## config.mk

```make
export PLATFORM = sky130hd
export DESIGN_NAME = cfg_index_port
export DESIGN_NICKNAME = d
export VERILOG_FILES = /design/src/rtl/cfgport_pkg.sv /design/src/rtl/cfgport_ctrl.sv /design/src/rtl/cfgport_dp.sv /design/src/rtl/cfg_index_port.sv
export SDC_FILE = /design/constraint.sdc
export NUM_CORES = 1
export LEC_CHECK = 0
export ABC_AREA = 1
export BUFFER_PORTS_ARGS = -buffer_cell sky130_fd_sc_hd__clkbuf_2
export CORE_UTILIZATION = 25
export DETAILED_ROUTE_END_ITERATION = 8
export HOLD_SLACK_MARGIN = 0.15
export PLACE_DENSITY_LB_ADDON = 0.1
export REMOVE_ABC_BUFFERS = 1
export SLEW_MARGIN = 30
export SYNTH_ARGS = -nofsm -noshare
export SYNTH_HDL_FRONTEND = slang
export SYNTH_SLANG_ARGS = --single-unit
```

## constraint.sdc

```tcl
create_clock -name clk -period 1.76 [get_ports clk]
set_clock_uncertainty 0.1 [all_clocks]
set_input_delay 0.352 -clock clk [delete_from_list [all_inputs] [get_ports clk]]
set_output_delay 0.352 -clock clk [all_outputs]
set_load 0.05 [all_outputs]
```

## src/rtl/cfgport_pkg.sv

```systemverilog
package cfgport_pkg;
  localparam logic [7:0] KEY_BYTE  = 8'h55;
  localparam logic [7:0] EXIT_BYTE = 8'hAA;
  localparam logic [7:0] SEL_IDX   = 8'h07;
  localparam logic [7:0] DEV_BASE  = 8'h30;

  typedef enum logic [1:0] {
    ST_LOCKED  = 2'd0,
    ST_KEYHALF = 2'd1,
    ST_OPEN    = 2'd2
  } unlockState_t;

  typedef struct packed {
    logic idxLoad;
    logic dataWrite;
    logic dataRead;
    logic cfgOpen;
  } cfgStrobe_t;
endpackage

```

## src/rtl/cfgport_ctrl.sv

```systemverilog
module cfgport_ctrl
  import cfgport_pkg::*;
(
  input  logic       clk,
  input  logic       rstN,
  input  logic       busAddr,
  input  logic       busWr,
  input  logic       busRd,
  input  logic [7:0] busWdata,
  output cfgStrobe_t strobe
);
  unlockState_t state, stateNext;
  logic idxWr, dataWr;

  assign idxWr  = busWr & ~busAddr;
  assign dataWr = busWr & busAddr;

  always_comb begin
    stateNext = state;
    unique case (state)
      ST_LOCKED:  if (idxWr && busWdata == KEY_BYTE) stateNext = ST_KEYHALF;
      ST_KEYHALF: begin
        if (idxWr) stateNext = (busWdata == KEY_BYTE) ? ST_OPEN : ST_LOCKED;
        else if (dataWr) stateNext = ST_LOCKED;
      end
      ST_OPEN:    if (idxWr && busWdata == EXIT_BYTE) stateNext = ST_LOCKED;
      default:    stateNext = ST_LOCKED;
    endcase
  end

  always_ff @(posedge clk) begin
    if (!rstN) state <= ST_LOCKED;
    else       state <= stateNext;
  end

  always_comb begin
    strobe.cfgOpen   = (state == ST_OPEN);
    strobe.idxLoad   = strobe.cfgOpen & idxWr & (busWdata != EXIT_BYTE);
    strobe.dataWrite = strobe.cfgOpen & dataWr;
    strobe.dataRead  = busRd & ~busWr;
  end
endmodule

```

## src/rtl/cfgport_dp.sv

```systemverilog
module cfgport_dp
  import cfgport_pkg::*;
#(
  parameter int NUM_DEV = 9
) (
  input  logic                 clk,
  input  logic                 rstN,
  input  cfgStrobe_t           strobe,
  input  logic                 busAddr,
  input  logic [7:0]           busWdata,
  output logic [7:0]           busRdata,
  output logic [7:0]           regAddr,
  output logic [7:0]           regWdata,
  output logic [NUM_DEV-1:0]   devWe,
  input  logic [NUM_DEV*8-1:0] devRdata
);
  logic [7:0] indexReg, devSel, devMux, readVal;
  logic       devSpace, selValid, devWrite;

  assign devSpace = (indexReg >= DEV_BASE);
  assign devWrite = strobe.dataWrite & devSpace & selValid;
  assign regAddr  = indexReg;
  assign regWdata = busWdata;

  always_comb begin
    devMux   = 8'hFF;
    selValid = 1'b0;
    for (int d = 0; d < NUM_DEV; d++) begin
      if (devSel == 8'(d)) begin
        devMux   = devRdata[d*8 +: 8];
        selValid = 1'b1;
      end
    end
  end

  for (genvar g = 0; g < NUM_DEV; g++) begin : g_we
    assign devWe[g] = devWrite & (devSel == 8'(g));
  end

  always_comb begin
    if (!strobe.cfgOpen)          readVal = 8'hFF;
    else if (indexReg == SEL_IDX) readVal = devSel;
    else if (!devSpace)           readVal = 8'h00;
    else                          readVal = devMux;
  end

  always_ff @(posedge clk) begin
    if (!rstN) begin
      indexReg <= 8'h00;
      devSel   <= 8'h00;
      busRdata <= 8'h00;
    end else begin
      if (strobe.idxLoad) indexReg <= busWdata;
      if (strobe.dataWrite && indexReg == SEL_IDX) devSel <= busWdata;
      if (strobe.dataRead && busAddr) busRdata <= readVal;
      else if (strobe.dataRead)       busRdata <= indexReg;
    end
  end
endmodule

```

## src/rtl/cfg_index_port.sv

```systemverilog
module cfg_index_port
  import cfgport_pkg::*;
#(
  parameter int NUM_DEV = 9
) (
  input  logic                 clk,
  input  logic                 rstN,
  input  logic                 busAddr,
  input  logic                 busWr,
  input  logic                 busRd,
  input  logic [7:0]           busWdata,
  output logic [7:0]           busRdata,
  output logic [7:0]           regAddr,
  output logic [7:0]           regWdata,
  output logic [NUM_DEV-1:0]   devWe,
  input  logic [NUM_DEV*8-1:0] devRdata
);
  cfgStrobe_t strobe;
  logic       isOpen;

  assign isOpen = strobe.cfgOpen;

  cfgport_ctrl u_ctrl (
    .clk(clk), .rstN(rstN), .busAddr(busAddr), .busWr(busWr),
    .busRd(busRd), .busWdata(busWdata), .strobe(strobe)
  );

  cfgport_dp #(.NUM_DEV(NUM_DEV)) u_dp (
    .clk(clk), .rstN(rstN), .strobe(strobe), .busAddr(busAddr),
    .busWdata(busWdata), .busRdata(busRdata), .regAddr(regAddr),
    .regWdata(regWdata), .devWe(devWe), .devRdata(devRdata)
  );
endmodule

```

==> out/qor.txt <==
Largest cells by area after synthesis = dfxtp_1 23%, nand2_1 17%, nor2_1 10%, inv_1 9.5%, a21oi_1 6.9%
WP data required = 1.31 ns
Global-route wire length before repair = 13640 um
Final critical-path required period = 2.119 ns
Router iterations before antenna repair = 4
Total power = 1.298 mW
Die ar. = 9346 um^2
Status = finished with violations
H-tree depth = 1
Most common cell in the netlist = nand2_1
Sequential share of the synthesized area = 0.2323
Least-Margin Pin Slew = 0.6483 ns
Later-pin clock latency in the skew report = 0.28 ns
CTS tree = built
Placed Area = 3467 um^2
Via count = 3057
Synth cell types = 29
Startpoint types = flop
Peak fanout along the critical path = 7
Slew Limit Fails = 0
Share of cells above drive strength 1 = 0.4706
R2R cell count = 15
RSZ-0062 raised after global routing = yes
Worst slack at placement = -0.1854 ns
Dpl hpwl = 7029 um
Worst Setup Path Type = reg2out
Slew HR = 0.5673
Largest net degree at the start of global routing = 17
Worst VDD drop = 0.2927 mV
MaxCap Viol Count = 0
Post-route cell area = 3929 um^2
Synthesis-to-finish area growth = 75.32%
Tot GR Track Use = 0.1787
Syn Inst Count = 395
Setup WS post-layout = -0.3590 ns
Clock root cell = clkbuf_8
CP Capture Type = output port
Initial Util = 0.2582
FMAX = 0.4719 GHz
Final setup viols = 17
DR vias/cell = 4.456
Final nets = 664
Final GP Congestion = 0.8648
Mapped Area = 2241 um^2
GRT overflow = 0
Final hold violations = 0
Leak Pwr = 1.991 nW
DRC Markers = 0
Hold_ws = 0.2319 ns
Number of global-route vias before repair = 2914
WHS Path Cells = 3
CP arrival = 1.67 ns
Final core occ = 0.4527
Failing checks = negative setup slack
Initial antenna violation count = 0
CTS clk-pin slew, worst paths = 0.10 ns
Inserted Diodes = 0
Final antenna-violating net count = 0
Synth Register Bits = 26
Synth top cells by count = 103 x nand2_1, 61 x nor2_1, 57 x inv_1, 31 x a21oi_1, 26 x dfxtp_1
HP Class = in2reg
Final WL = 8525 um
Die X = 96.68 um
Post-synth top area share = 0.2323
Cell accounting for the most synthesized area = dfxtp_1
IO Port Bufs = 117
Row count = 34
1st-iter DRT viols = 93
# clock sinks = 26
# IOs = 118
Async set-reset flop share out of synthesis = 0
Hold bufs inserted after CTS = 0
Die height = 96.68 um
Ys Warns = 0
Synth Flop Type = dfxtp_1
Core area = 8678 um^2
Final Cycle Share = 1.204
CTS max path bufs = 2
Synth Area per Inst = 5.673 um^2
DR WL/cell = 12.43 um
Number of synthesized flops with an enable pin = 0
Number of buffers created by CTS = 3
Power Density = 330.4 nW/um^2
-- critical path, stage by stage, from the launching register on --
cell and delay [ns]:
dfxtp_2 0.33, nor2_2 0.11, nand2_2 0.09, buf_12 0.14, o21ai_4 0.13, nand3_4 0.16
buf_4 0.18, nor2_4 0.09, buf_12 0.14
-- area by class of cell --
type / count / area (um^2)
Tap cell: 108 / 135.1
Fill cell: 949 / 4750
Timing Repair Buffer: 196 / 1366
Sequential cell: 26 / 531.8
Multi-Input combinational cell: 288 / 1590
Inverter: 64 / 250.2
Clock buffer: 4 / 55.05
-- sequential cells by signal (all words and copies together) (netlist names) --
| name | count |
|---|---|
| u_ctrl.state | 2 |
| u_dp.busRdata | 8 |
| u_dp.devSel | 8 |
| u_dp.regAddr | 8 |
-- kinds of logic after synthesis --
logic type | count (synthesis) | share of synthesized area
DFF | 26 | 0.2323
and+or+nand+nor | 244 | 0.5114
AOI/OAI and AO/OA | 44 | 0.1011
buffers and inverters | 81 | 0.1552
-- metrics by stage --
step,std cells,setup TNS [ns]
finish,686,-4.771
global route,686,-6.377
CTS,677,-5.158
detailed placement,667,-1.859
global placement,667,-1.577
floorplan,378,-10.71
-- report_power, final --
| part | total (mW) | switching, mW | leakage, nW | internal, mW |
|---|---|---|---|---|
| combinational | 0.295 | 0.175 | 1.75 | 0.120 |
| sequential | 0.600 | 0.00421 | 0.215 | 0.596 |
| clock | 0.403 | 0.202 | 0.0288 | 0.201 |
| total | 1.30 | 0.381 | 1.99 | 0.917 |
-- path summary, 6_finish.rpt --
| kind | startpoint | endpoint | slack (ns) |
|---|---|---|---|
| worst min register to register | u_dp.busRdata[2] | u_dp.busRdata[2] | 0.37 |
| worst min-delay path | busWr | u_ctrl.state[1] | 0.23 |
| worst max-delay path | u_dp.devSel[4] | devWe[7] | -0.36 |
| worst max register to register | u_dp.devSel[4] | u_dp.busRdata[0] | -0.27 |
-- routing by layer --
metal,up-vias,global-route usage,routed length (um)
li1,1602,-,-
met1,1360,0.2406,3992
met2,85,0.3039,3981
met3,10,0.02168,407
met4,0,0.04018,143
met5,-,0,0
-- timing repair --
item | 4_1_cts | 5_1_grt
buffers inserted | 7 | 10
pin swaps | 16 | 22
gates resized for setup | 37 | 42
endpoints found under the setup margin | 17 | 17
-- cells in the final DEF (no fill, tap or decap), types with 6 or more instances in the layout --
master,instances
a21oi_1,25
a21oi_2,6
buf_12,10
buf_4,69
buf_6,7
clkbuf_2,108
dfxtp_1,17
dfxtp_2,9
inv_1,55
inv_2,7
nand2_1,89
nand2_2,18
nand3_1,15
nand3b_1,12
nand4_1,12
nor2_1,54
nor2_4,7
o21ai_0,10
No activity file was read; power rests on OpenSTA's default activity.
